**src/rtl/lu_pkg.sv**
```systemverilog
// Shared widths, field positions and the pipeline slot type for the
// load-use stall block. Assumes a 32-bit word with 5-bit register fields.
package lu_pkg;
    parameter int XLEN     = 32;
    parameter int REG_AW   = 5;
    parameter int SRCA_LSB = 17;   // first source field
    parameter int SRCB_LSB = 22;   // second source of younger instruction
    parameter int DEST_LSB = 22;   // destination of a load
    parameter int PC_STEP  = 4;

    typedef logic [REG_AW-1:0] reg_idx_t;

    typedef struct packed {
        logic [XLEN-1:0] instr;
        logic            is_load;
        logic            uses_alu;
        logic            is_store;
    } slot_t;
endpackage

```
**src/rtl/lu_field_pick.sv**
```systemverilog
// Pulls one register-index field out of an instruction word.
// Assumes LSB + REG_AW fits within the word.
module lu_field_pick
    import lu_pkg::*;
#(
    parameter int LSB = SRCA_LSB
) (
    input  logic [XLEN-1:0] word,
    output reg_idx_t        idx
);
    localparam int MSB = LSB + REG_AW - 1;

    // bits outside the field are not needed here
    logic unused_word;
    assign unused_word = ^{word[XLEN-1:MSB+1], word[LSB-1:0]};

    // field slice
    assign idx = word[MSB:LSB];
endmodule

```
**src/rtl/lu_hazard_detect.sv**
```systemverilog
// Combinational load-use detector. Raises stall when the decode/execute
// slot is a load and the fetch/decode slot uses the ALU and reads the
// load's destination. The second-source compare is ignored for stores.
// Assumes both slot flags are already decoded upstream.
module lu_hazard_detect
    import lu_pkg::*;
(
    input  slot_t fd_slot,
    input  slot_t dx_slot,
    output logic  stall
);
    reg_idx_t fd_srca, fd_srcb, dx_dest;
    logic     hit_a, hit_b;

    lu_field_pick #(.LSB(SRCA_LSB)) u_fd_a (.word(fd_slot.instr), .idx(fd_srca));
    lu_field_pick #(.LSB(SRCB_LSB)) u_fd_b (.word(fd_slot.instr), .idx(fd_srcb));
    lu_field_pick #(.LSB(DEST_LSB)) u_dx_d (.word(dx_slot.instr), .idx(dx_dest));

    // flags of each slot that this check does not look at
    logic unused_flags;
    assign unused_flags = ^{fd_slot.is_load, dx_slot.uses_alu, dx_slot.is_store};

    // register-match terms
    always_comb begin
        hit_a = (fd_srca == dx_dest);
        hit_b = (fd_srcb == dx_dest) && !fd_slot.is_store;
    end

    // final stall qualification
    assign stall = dx_slot.is_load && fd_slot.uses_alu && (hit_a || hit_b);
endmodule

```
**src/rtl/lu_pipe_ctrl.sv**
```systemverilog
// Program counter plus fetch/decode and decode/execute latches, steered
// by the stall. Assumes stall is a same-cycle function of these latches.
module lu_pipe_ctrl
    import lu_pkg::*;
(
    input  logic            clk,
    input  logic            rst_n,
    input  slot_t           if_slot,
    input  logic            stall,
    output logic [XLEN-1:0] pc,
    output slot_t           fd_slot,
    output slot_t           dx_slot
);
    localparam logic [XLEN-1:0] STEP = XLEN'(PC_STEP);

    // latch update: hold and insert a bubble on stall, else advance
    always_ff @(posedge clk) begin
        if (!rst_n) begin
            pc      <= '0;
            fd_slot <= '0;
            dx_slot <= '0;
        end else if (stall) begin
            dx_slot <= '0;
        end else begin
            pc      <= pc + STEP;
            fd_slot <= if_slot;
            dx_slot <= fd_slot;
        end
    end

    AST_NO_LOAD_NO_STALL: assert property (@(posedge clk) disable iff (!rst_n)
        !dx_slot.is_load |-> !stall);
    AST_NO_ALU_NO_STALL: assert property (@(posedge clk) disable iff (!rst_n)
        !fd_slot.uses_alu |-> !stall);
    AST_HOLD_ON_STALL: assert property (@(posedge clk) disable iff (!rst_n)
        stall |=> (pc == $past(pc)) && (fd_slot == $past(fd_slot)));
    AST_BUBBLE_ON_STALL: assert property (@(posedge clk) disable iff (!rst_n)
        stall |=> (dx_slot.instr == '0) && !dx_slot.is_load);
    AST_SINGLE_STALL: assert property (@(posedge clk) disable iff (!rst_n)
        stall |=> !stall);
    AST_PC_ADVANCE: assert property (@(posedge clk) disable iff (!rst_n)
        !stall |=> pc == $past(pc) + STEP);
endmodule

```
**src/rtl/lu_stall_top.sv**
```systemverilog
// Top of the load-use stall block: detector plus latch control.
// Assumes the fetched word arrives with its decoded flags.
module lu_stall_top
    import lu_pkg::*;
(
    input  logic        clk,
    input  logic        rst_n,
    input  logic [31:0] if_instr,
    input  logic        if_is_load,
    input  logic        if_uses_alu,
    input  logic        if_is_store,
    output logic [31:0] pc_o,
    output logic        stall_o,
    output logic [31:0] fd_instr_o,
    output logic [31:0] dx_instr_o
);
    slot_t if_slot, fd_slot, dx_slot;
    logic  stall;

    // pack the fetch inputs into a slot
    always_comb begin
        if_slot.instr    = if_instr;
        if_slot.is_load  = if_is_load;
        if_slot.uses_alu = if_uses_alu;
        if_slot.is_store = if_is_store;
    end

    lu_hazard_detect u_detect (
        .fd_slot (fd_slot),
        .dx_slot (dx_slot),
        .stall   (stall)
    );

    lu_pipe_ctrl u_ctrl (
        .clk     (clk),
        .rst_n   (rst_n),
        .if_slot (if_slot),
        .stall   (stall),
        .pc      (pc_o),
        .fd_slot (fd_slot),
        .dx_slot (dx_slot)
    );

    assign stall_o    = stall;
    assign fd_instr_o = fd_slot.instr;
    assign dx_instr_o = dx_slot.instr;
endmodule

```
**config.mk**
```make
export PLATFORM = sky130hd
export DESIGN_NAME = lu_stall_top
export DESIGN_NICKNAME = d
export VERILOG_FILES = /design/src/rtl/lu_pkg.sv /design/src/rtl/lu_field_pick.sv /design/src/rtl/lu_hazard_detect.sv /design/src/rtl/lu_pipe_ctrl.sv /design/src/rtl/lu_stall_top.sv
export SDC_FILE = /design/constraint.sdc
export NUM_CORES = 1
export LEC_CHECK = 0
export BUFFER_PORTS_ARGS = -buffer_cell sky130_fd_sc_hd__buf_2
export CAP_MARGIN = 25
export CORE_UTILIZATION = 43
export CTS_BUF_LIST = sky130_fd_sc_hd__clkbuf_8
export CTS_CLUSTER_SIZE = 8
export DETAILED_ROUTE_END_ITERATION = 8
export MAX_ROUTING_LAYER = met4
export PLACE_DENSITY = 0.69
export SYNTH_ARGS = -nofsm -noshare
export SYNTH_HDL_FRONTEND = slang
export SYNTH_SLANG_ARGS = --single-unit
```
**constraint.sdc**
```tcl
create_clock -name clk -period 4.7 [get_ports clk]
set_input_delay 1.41 -clock clk [delete_from_list [all_inputs] [get_ports clk]]
set_output_delay 1.41 -clock clk [all_outputs]
set_load 0.02 [all_outputs]
```
**Word level (Yosys, flattened, before mapping)**

Cells that the tools add are included.

- Flip-flop bits (word level): 100
- Input bits: 37
- Output and inout bits: 97
- Logic and storage cells: 17

- Add/subtract/negate cells: 1
- Equality and inequality tests: 2
- Bitwise gates (word level): 1
- Reduce and logical (&&, ||, !) cells: 6

Operators by type and width:

| cell | count |
|---|---|
| adder 32 x 3 -> 32 bit, second input constant | 1 |
| == test 5 bit | 2 |
| logical AND 1 bit | 3 |
| OR reduction 2 bit | 1 |
| logical NOT 1 bit | 1 |
| logical OR 1 bit | 1 |
| inverter 1 bit | 1 |

**Longest topological paths before layout**

Gate-level depths: netlist (run 1).

- Depth after elaboration: 5
- Gate-level depth with buffers: 9
- Depth with buffers taken out: 6

**Modules after synthesis**

Synthesis (run 1) repeated with hierarchy kept, for this count alone.

- Cells, all modules: 382
- Area, all modules: 3788.6 sq um

By module, submodules not included:

| module | instances | cells an instance | area an instance (sq um) | sequential area each (sq um) |
|---|---|---|---|---|
| lu_pipe_ctrl | 1 | 352 | 3555.9 | 2001.9 |
| lu_hazard_detect | 1 | 15 | 120.1 | 0.0 |
| lu_field_pick | 3 | 5 | 37.5 | 0.0 |

**Worst setup path before layout (run 1)**

OpenSTA, ideal clock, no wires.

- Kind: reg-to-output
- Start point: register, netlist name u_ctrl.dx_slot[25]
- End point: output stall_o
- Arrival: 1.427 ns
- Required time: 3.290 ns
- Setup slack: 1.863 ns
- Cell stages (with the launch flop): 8
- Path through: dfxtp_1 > xnor2_1 > nand4_1 > o22a_1 > buf_6 > inv_2 > buf_2 > buf_2

- Cells in the longest elaborated chain, start to end: 4

RTL lines:

| what | RTL line | RTL |
|---|---|---|
| == test 5 bit | lu_hazard_detect.sv:26 | `hit_b = (fd_srcb == dx_dest) && !fd_slot.is_store;` |
| logical AND 1 bit | lu_hazard_detect.sv:26 |  |
| logical OR 1 bit (*) | lu_hazard_detect.sv:30 | `assign stall = dx_slot.is_load && fd_slot.uses_alu && (hit_a \|\| hit_b);` |
| logical AND 1 bit (*) | lu_hazard_detect.sv:30 |  |
| end: declaration | lu_stall_top.sv:13 | `output logic stall_o,` |

Mark *: on every way between the ends. The rest lies on a longest branch, timed or not.

**Final worst setup path (run 1)**

- Start point: register, netlist name u_ctrl.fd_slot[29]
- End point: output stall_o

- Cells in the longest elaborated chain, start to end: 4

RTL lines:

| what | RTL line |
|---|---|
| == test 5 bit | lu_hazard_detect.sv:26 |
| logical AND 1 bit | lu_hazard_detect.sv:26 |
| logical OR 1 bit | lu_hazard_detect.sv:30 |
| logical AND 1 bit | lu_hazard_detect.sv:30 |

No other way between the ends.

==> impl_metrics.ini, run 1 <==
[run_status]
status = finished clean

[setup_path]
endpoint_kind = output port
critical_path_required_ns = 3.29
setup.worst_path.start_class = register
reg2regPathDepth = 5
path_class = register to output port
cp.arrival_ns = 1.59
crit_fanout = 4
r2r_slack_ns = 2.53

[hold_path]
hold_depth = 2
hold_path_class = register to register

[layout]
drive_gt1_frac = 0.289
num-nets-final = 580
finalNonFillerCells = 676
n_fill_cell = 953
syn_to_final_growth_pct = 9.82
layout_common_cells = 131 x buf_2, 98 x dfxtp_1, 88 x nand2_1
utilization = 0.496
final_common_cell = buf_2
antenna_cells = 0

[sta]
worst_pin_slew_ns = 0.739
rsz0062_at_grt = no
fmax_mhz = 333
tns_ns = 0
finalCritPeriodShare = 0.639
finalSetupViolCount = 0
slew_viol_final = 0
hold_ws_ns = 0.457
fin_skew_ns = 0.0136
slew_headroom = 0.507
fin_crit_ns = 3.00
hold_viol = 0

[synth]
yosysWarnings = 0
synth-seq-cells = 98
synth-xor-area-share = 0.0228
synthAdderAreaFrac = 0.00296
seq_area_frac_synth = 0.464
synth_simple_gate_area_share = 0.225
synthDistinctLibCells = 39
netlist_instances = 492
syn-cell-area_um2 = 4230
avgSynthCellArea_um2 = 8.60
synth_compound_area_frac = 0.125
synth_top_family_by_area = simple AND/OR/NAND/NOR gates
synthMuxAreaShare = 0.00237

[place]
dpl.cell_count = 660
gp_congestion = 0.811
port_buffers = 131
dp_hpwl_mm = 6.11

[detailed_routing]
ant_nets = 0
dr_total_vias = 3404
avgRoutedWirePerCell_um = 13.8
dr.pass1.iters = 4
drt_iter0_drc = 198
viasPerCell = 5.04
routed_wl_mm = 9.31
drc = 0

[grt]
overflow = 0
grt_max_degree = 79
grt_pass1_vias = 3119
grt_pass1_wl_mm = 15.0
grtUsageTotal = 0.191
antenna_found_initial = 0

[clock_network]
holdBufCountCts = 0
cts-resized-gates = 0
clk_latency_ns = 0.36
cts_buffers = 9
path_clk_slew_ns = 0.10
cts_setup_buffers = 0
cts_sinks = 98
htreeDepth = 3
cts_root_buffer = clkbuf_8
cts_buffer_depth = 2
cts_tree = done

[floorplan]
dieArea_um2 = 10200
start_util = 0.452
row_count = 35
die_x_um = 101
die_y_um = 101
coreArea_um2 = 9370
io_pins = 134

[run]
max_cap_viol_count = 0

[power_and_ir_drop]
p_leak_uw = 0.00214
cellPowerDensity_nw_per_um2 = 336
vdd_ir_drop_max_mv = 0.133
## layout make-up
type | instances | area [µm²] | share of cell area
flip-flops and latches | 98 | 1960 | 0.422
multi-input cells | 291 | 1610 | 0.346
repair buffers | 134 | 691 | 0.149
well taps | 129 | 161 | 0.0347
clock buffers | 9 | 124 | 0.0267
clock inverters | 7 | 70.1 | 0.0151
inverters | 8 | 30.0 | 0.00646
## metrics by stage
step,area [µm²],total power [µW],setup WS [ns]
2_1_floorplan,4240,1020,1.86
3_3_place_gp,4430,1040,1.76
3_5_place_dp,4450,1050,1.93
4_1_cts,4650,1580,1.67
5_1_grt,4650,1630,1.60
6_report,4650,1560,1.70
## registers in the layout, indices dropped and copies added (netlist names)
register        flops
u_ctrl.dx_slot     33
u_ctrl.fd_slot     35
u_ctrl.pc          30
## worst paths after layout
kind / start / to
max: u_ctrl.fd_slot[29] / stall_o
min: u_ctrl.fd_slot[2] / u_ctrl.fd_slot[2]
max reg2reg: u_ctrl.pc[6] / u_ctrl.pc[19]
min reg2reg: u_ctrl.fd_slot[2] / u_ctrl.fd_slot[2]
## synthesized netlist by cell type (all sizes together)
library cell / number / share of area
clkbuf: 20 / 0.018
or4: 8 / 0.014
and4: 2 / 0.0041
nand2: 88 / 0.078
o21ai: 8 / 0.0095
and2: 3 / 0.0044
nor3: 2 / 0.0035
or4bb: 1 / 0.0027
mux2i: 1 / 0.0024
nand4bb: 1 / 0.0027
nand3: 10 / 0.012
a21oi: 60 / 0.071
nor2: 8 / 0.0071
buf: 76 / 0.13
nand3b: 1 / 0.0018
nand2b: 1 / 0.0015
ha: 1 / 0.0030
o31a: 2 / 0.0041
dfxtp: 98 / 0.46
or3: 7 / 0.010
nor4: 2 / 0.0030
or4b: 2 / 0.0047
o221a: 1 / 0.0027
o41ai: 5 / 0.010
a31o: 2 / 0.0041
xnor2: 11 / 0.023
and3: 35 / 0.052
o31ai: 10 / 0.018
inv: 8 / 0.0071
nand4: 12 / 0.019
conb: 1 / 0.00089
nand4b: 2 / 0.0041
o22a: 1 / 0.0021
o21a: 2 / 0.0035
## kinds of logic after synthesis
family | Yosys count
multiplexers | 1
AND/OR/NAND/NOR | 185
AO/OA/AOI/OAI | 91
XOR/XNOR | 11
flip-flops | 98
buffers and inverters | 104
other | 1
adder cells (fa/ha/maj) | 1
## where the power goes
part | internal [µW] | switching, µW
Clock | 210 | 327
Sequential | 862 | 20.3
Combinational | 54.0 | 88.7
Total | 1130 | 436
## critical path, stage by stage, from the launching register on
cell,delay (ns)
dfxtp_1,0.45
xnor2_1,0.14
nand4_1,0.14
o22a_2,0.27
inv_2,0.07
buf_2,0.16
## per-layer routing
metal,wire length (µm),up-vias,track usage
met5,0,-,-
met4,156,0,0.0747
met3,353,12,0.0248
met2,4470,86,0.311
met1,4340,1579,0.242
li1,-,1727,-
(Power assumes the default switching activity.)
==> run 2: changes to the inputs <==
==> constraint.sdc (replaced) <==
create_clock -name clk -period 3.15 [get_ports clk]
set_input_delay 0.945 -clock clk [delete_from_list [all_inputs] [get_ports clk]]
set_output_delay 0.945 -clock clk [all_outputs]
set_load 0.02 [all_outputs]
==> run 2 against run 1 <==
Compared with the run above:
- clock power rose by 45%
- clock-buffer cell count rose by 1
- sequential share of layout area did not move
- via count rose by 0.56%
- register-to-register slack got worse by 1.5 ns
- final area did not move
- first-iteration DRC count fell by 42%
==> impl_metrics.ini, run 2 (synthesis gave the netlist of run 1 again) <==
[sta]
fin_crit_ns = 2.49
rsz0062_at_grt = no
tns_ns = 0
finalSetupViolCount = 0
slew_headroom = 0.505
hold_viol = 0
worst_pin_slew_ns = 0.742
finalCritPeriodShare = 0.791
fmax_mhz = 401
fin_skew_ns = 0.0182
slew_viol_final = 0

[hold_path]
hold_depth = 2
min_to = u_ctrl.fd_slot[0]
hold_path_class = register to register
hold_path_startpoint = u_ctrl.fd_slot[0]

[clock_network]
cts_buffer_depth = 2
cts_tree = done
htreeDepth = 3
path_clk_slew_ns = 0.10
cts_setup_buffers = 0
cts-resized-gates = 0
cts_root_buffer = clkbuf_8
cts_buffers = 9
clk_latency_ns = 0.36
holdBufCountCts = 0
cts_sinks = 98

[detailed_routing]
dr.pass1.iters = 4
routed_wl_mm = 9.27
avgRoutedWirePerCell_um = 13.7
dr_total_vias = 3423
ant_nets = 0
drc = 0
drt_iter0_drc = 114
viasPerCell = 5.06

[setup_path]
cp.arrival_ns = 1.55
r2r-start = u_ctrl.pc[6]
crit_chain = xnor2_1 -> nand4_1 -> o22a_2 -> inv_2 -> buf_2
cp_slowest_cell = dfxtp_1
crit_fanout = 3
setup.worst_path.start_class = register
reg2regPathDepth = 5
critical_path_required_ns = 2.20
r2r_slack_ns = 1.04
path_class = register to output port
path_buf_inv = 2
worstReg2RegEnd = u_ctrl.pc[21]
endpoint_kind = output port
max_stage_delay_ns = 0.40
crit_family = flip-flops

[floorplan]
coreArea_um2 = 9370
io_pins = 134
dieArea_um2 = 10200
die_x_um = 101
die_y_um = 101
start_util = 0.452
row_count = 35

[layout]
utilization = 0.496
num-nets-final = 581
drive_gt1_frac = 0.290
n_fill_cell = 976
antenna_cells = 0
regArea_um2 = 1960
multi_input_area_um2 = 1610
syn_to_final_growth_pct = 9.82
final_common_cell = buf_2
largest_reg_flops = 35
largest_register = u_ctrl.fd_slot
layout_common_cells = 131 x buf_2, 98 x dfxtp_1, 88 x nand2_1
largest_registers = u_ctrl.fd_slot: 35 flops, u_ctrl.dx_slot: 33 flops, u_ctrl.pc: 30 flops

[power_and_ir_drop]
p_switching_uw = 618
combPwrFrac = 0.093
power_frac_seq = 0.571
cellPowerDensity_nw_per_um2 = 496
vdd_ir_drop_max_mv = 0.260
intPower_uw = 1690
pwr-share-clk = 0.336
p_leak_uw = 0.00214
swShare = 0.268

[grt]
grt_pass1_wl_mm = 15.4
grt_pass1_vias = 3164
antenna_found_initial = 0
grtUsageTotal = 0.196
grt_max_degree = 79
overflow = 0

[run_status]
status = finished clean

[run]
max_cap_viol_count = 0

[place]
gp_congestion = 0.780
port_buffers = 131
dp_hpwl_mm = 6.15
==> run 2: cell types whose count changed in the layout (fill, tap and decap cells not counted), sizes merged <==
cell | before | now
inv | 13 | 11
buf | 134 | 135
clkinv | 2 | 1
clkbuf | 9 | 10
clkinvlp | 0 | 2
==> run 2: how the worst max path moves through the flow <==
stage | startpoint | endpoint | depth (start not counted)
detailed placement | u_ctrl.fd_slot[26] | stall_o | 5
floorplan | u_ctrl.dx_slot[25] | stall_o | 7
finish | u_ctrl.dx_slot[29] | stall_o | 5
global route | u_ctrl.fd_slot[26] | stall_o | 5
CTS | u_ctrl.fd_slot[26] | stall_o | 5
global placement | u_ctrl.dx_slot[25] | stall_o | 5
==> run 2: power groups by stage <==
stage               clock network [µW]  logic (µW)  registers, µW
floorplan                            0         185           1340
global route                       859         235           1320
global placement                     0         214           1340
detailed placement                   0         216           1340
finish                             775         214           1310
CTS                                799         217           1310
==> run 2: worst min-delay path, delay by kind of cell, from the launching register on <==
family	cells	cell delay [ns]
compound gates	1	0.05
flops	1	0.32
simple gates	1	0.05
==> run 2: final cells by class <==
| cell class | count | area share |
|---|---|---|
| sequential | 98 | 0.422 |
| inverter | 8 | 0.00646 |
| clock buffer | 10 | 0.0296 |
| tap | 129 | 0.0347 |
| timing repair buffer | 135 | 0.150 |
| multi-input combinational | 291 | 0.346 |
| clock inverter | 6 | 0.0105 |
==> run 2: routing by layer <==
layer | vias to the layer above | global-route usage | part of all wire
met5 | - | - | 0
met4 | 0 | 0.0379 | 0.0043
met3 | 2 | 0.0462 | 0.046
met2 | 85 | 0.325 | 0.50
met1 | 1612 | 0.245 | 0.45
li1 | 1724 | - | -
==> run 2: through the flow <==
step | instances | hold WS (ns) | total power, µW | cell area, µm² | setup WS [ns]
2_1_floorplan | 493 | 0.431 | 1530 | 4240 | 0.778
3_3_place_gp | 661 | 0.442 | 1560 | 4460 | 1.08
3_5_place_dp | 661 | 0.443 | 1560 | 4460 | 1.04
4_1_cts | 677 | 0.457 | 2330 | 4650 | 0.630
5_1_grt | 677 | 0.486 | 2420 | 4650 | 0.522
6_report | 677 | 0.455 | 2300 | 4650 | 0.659
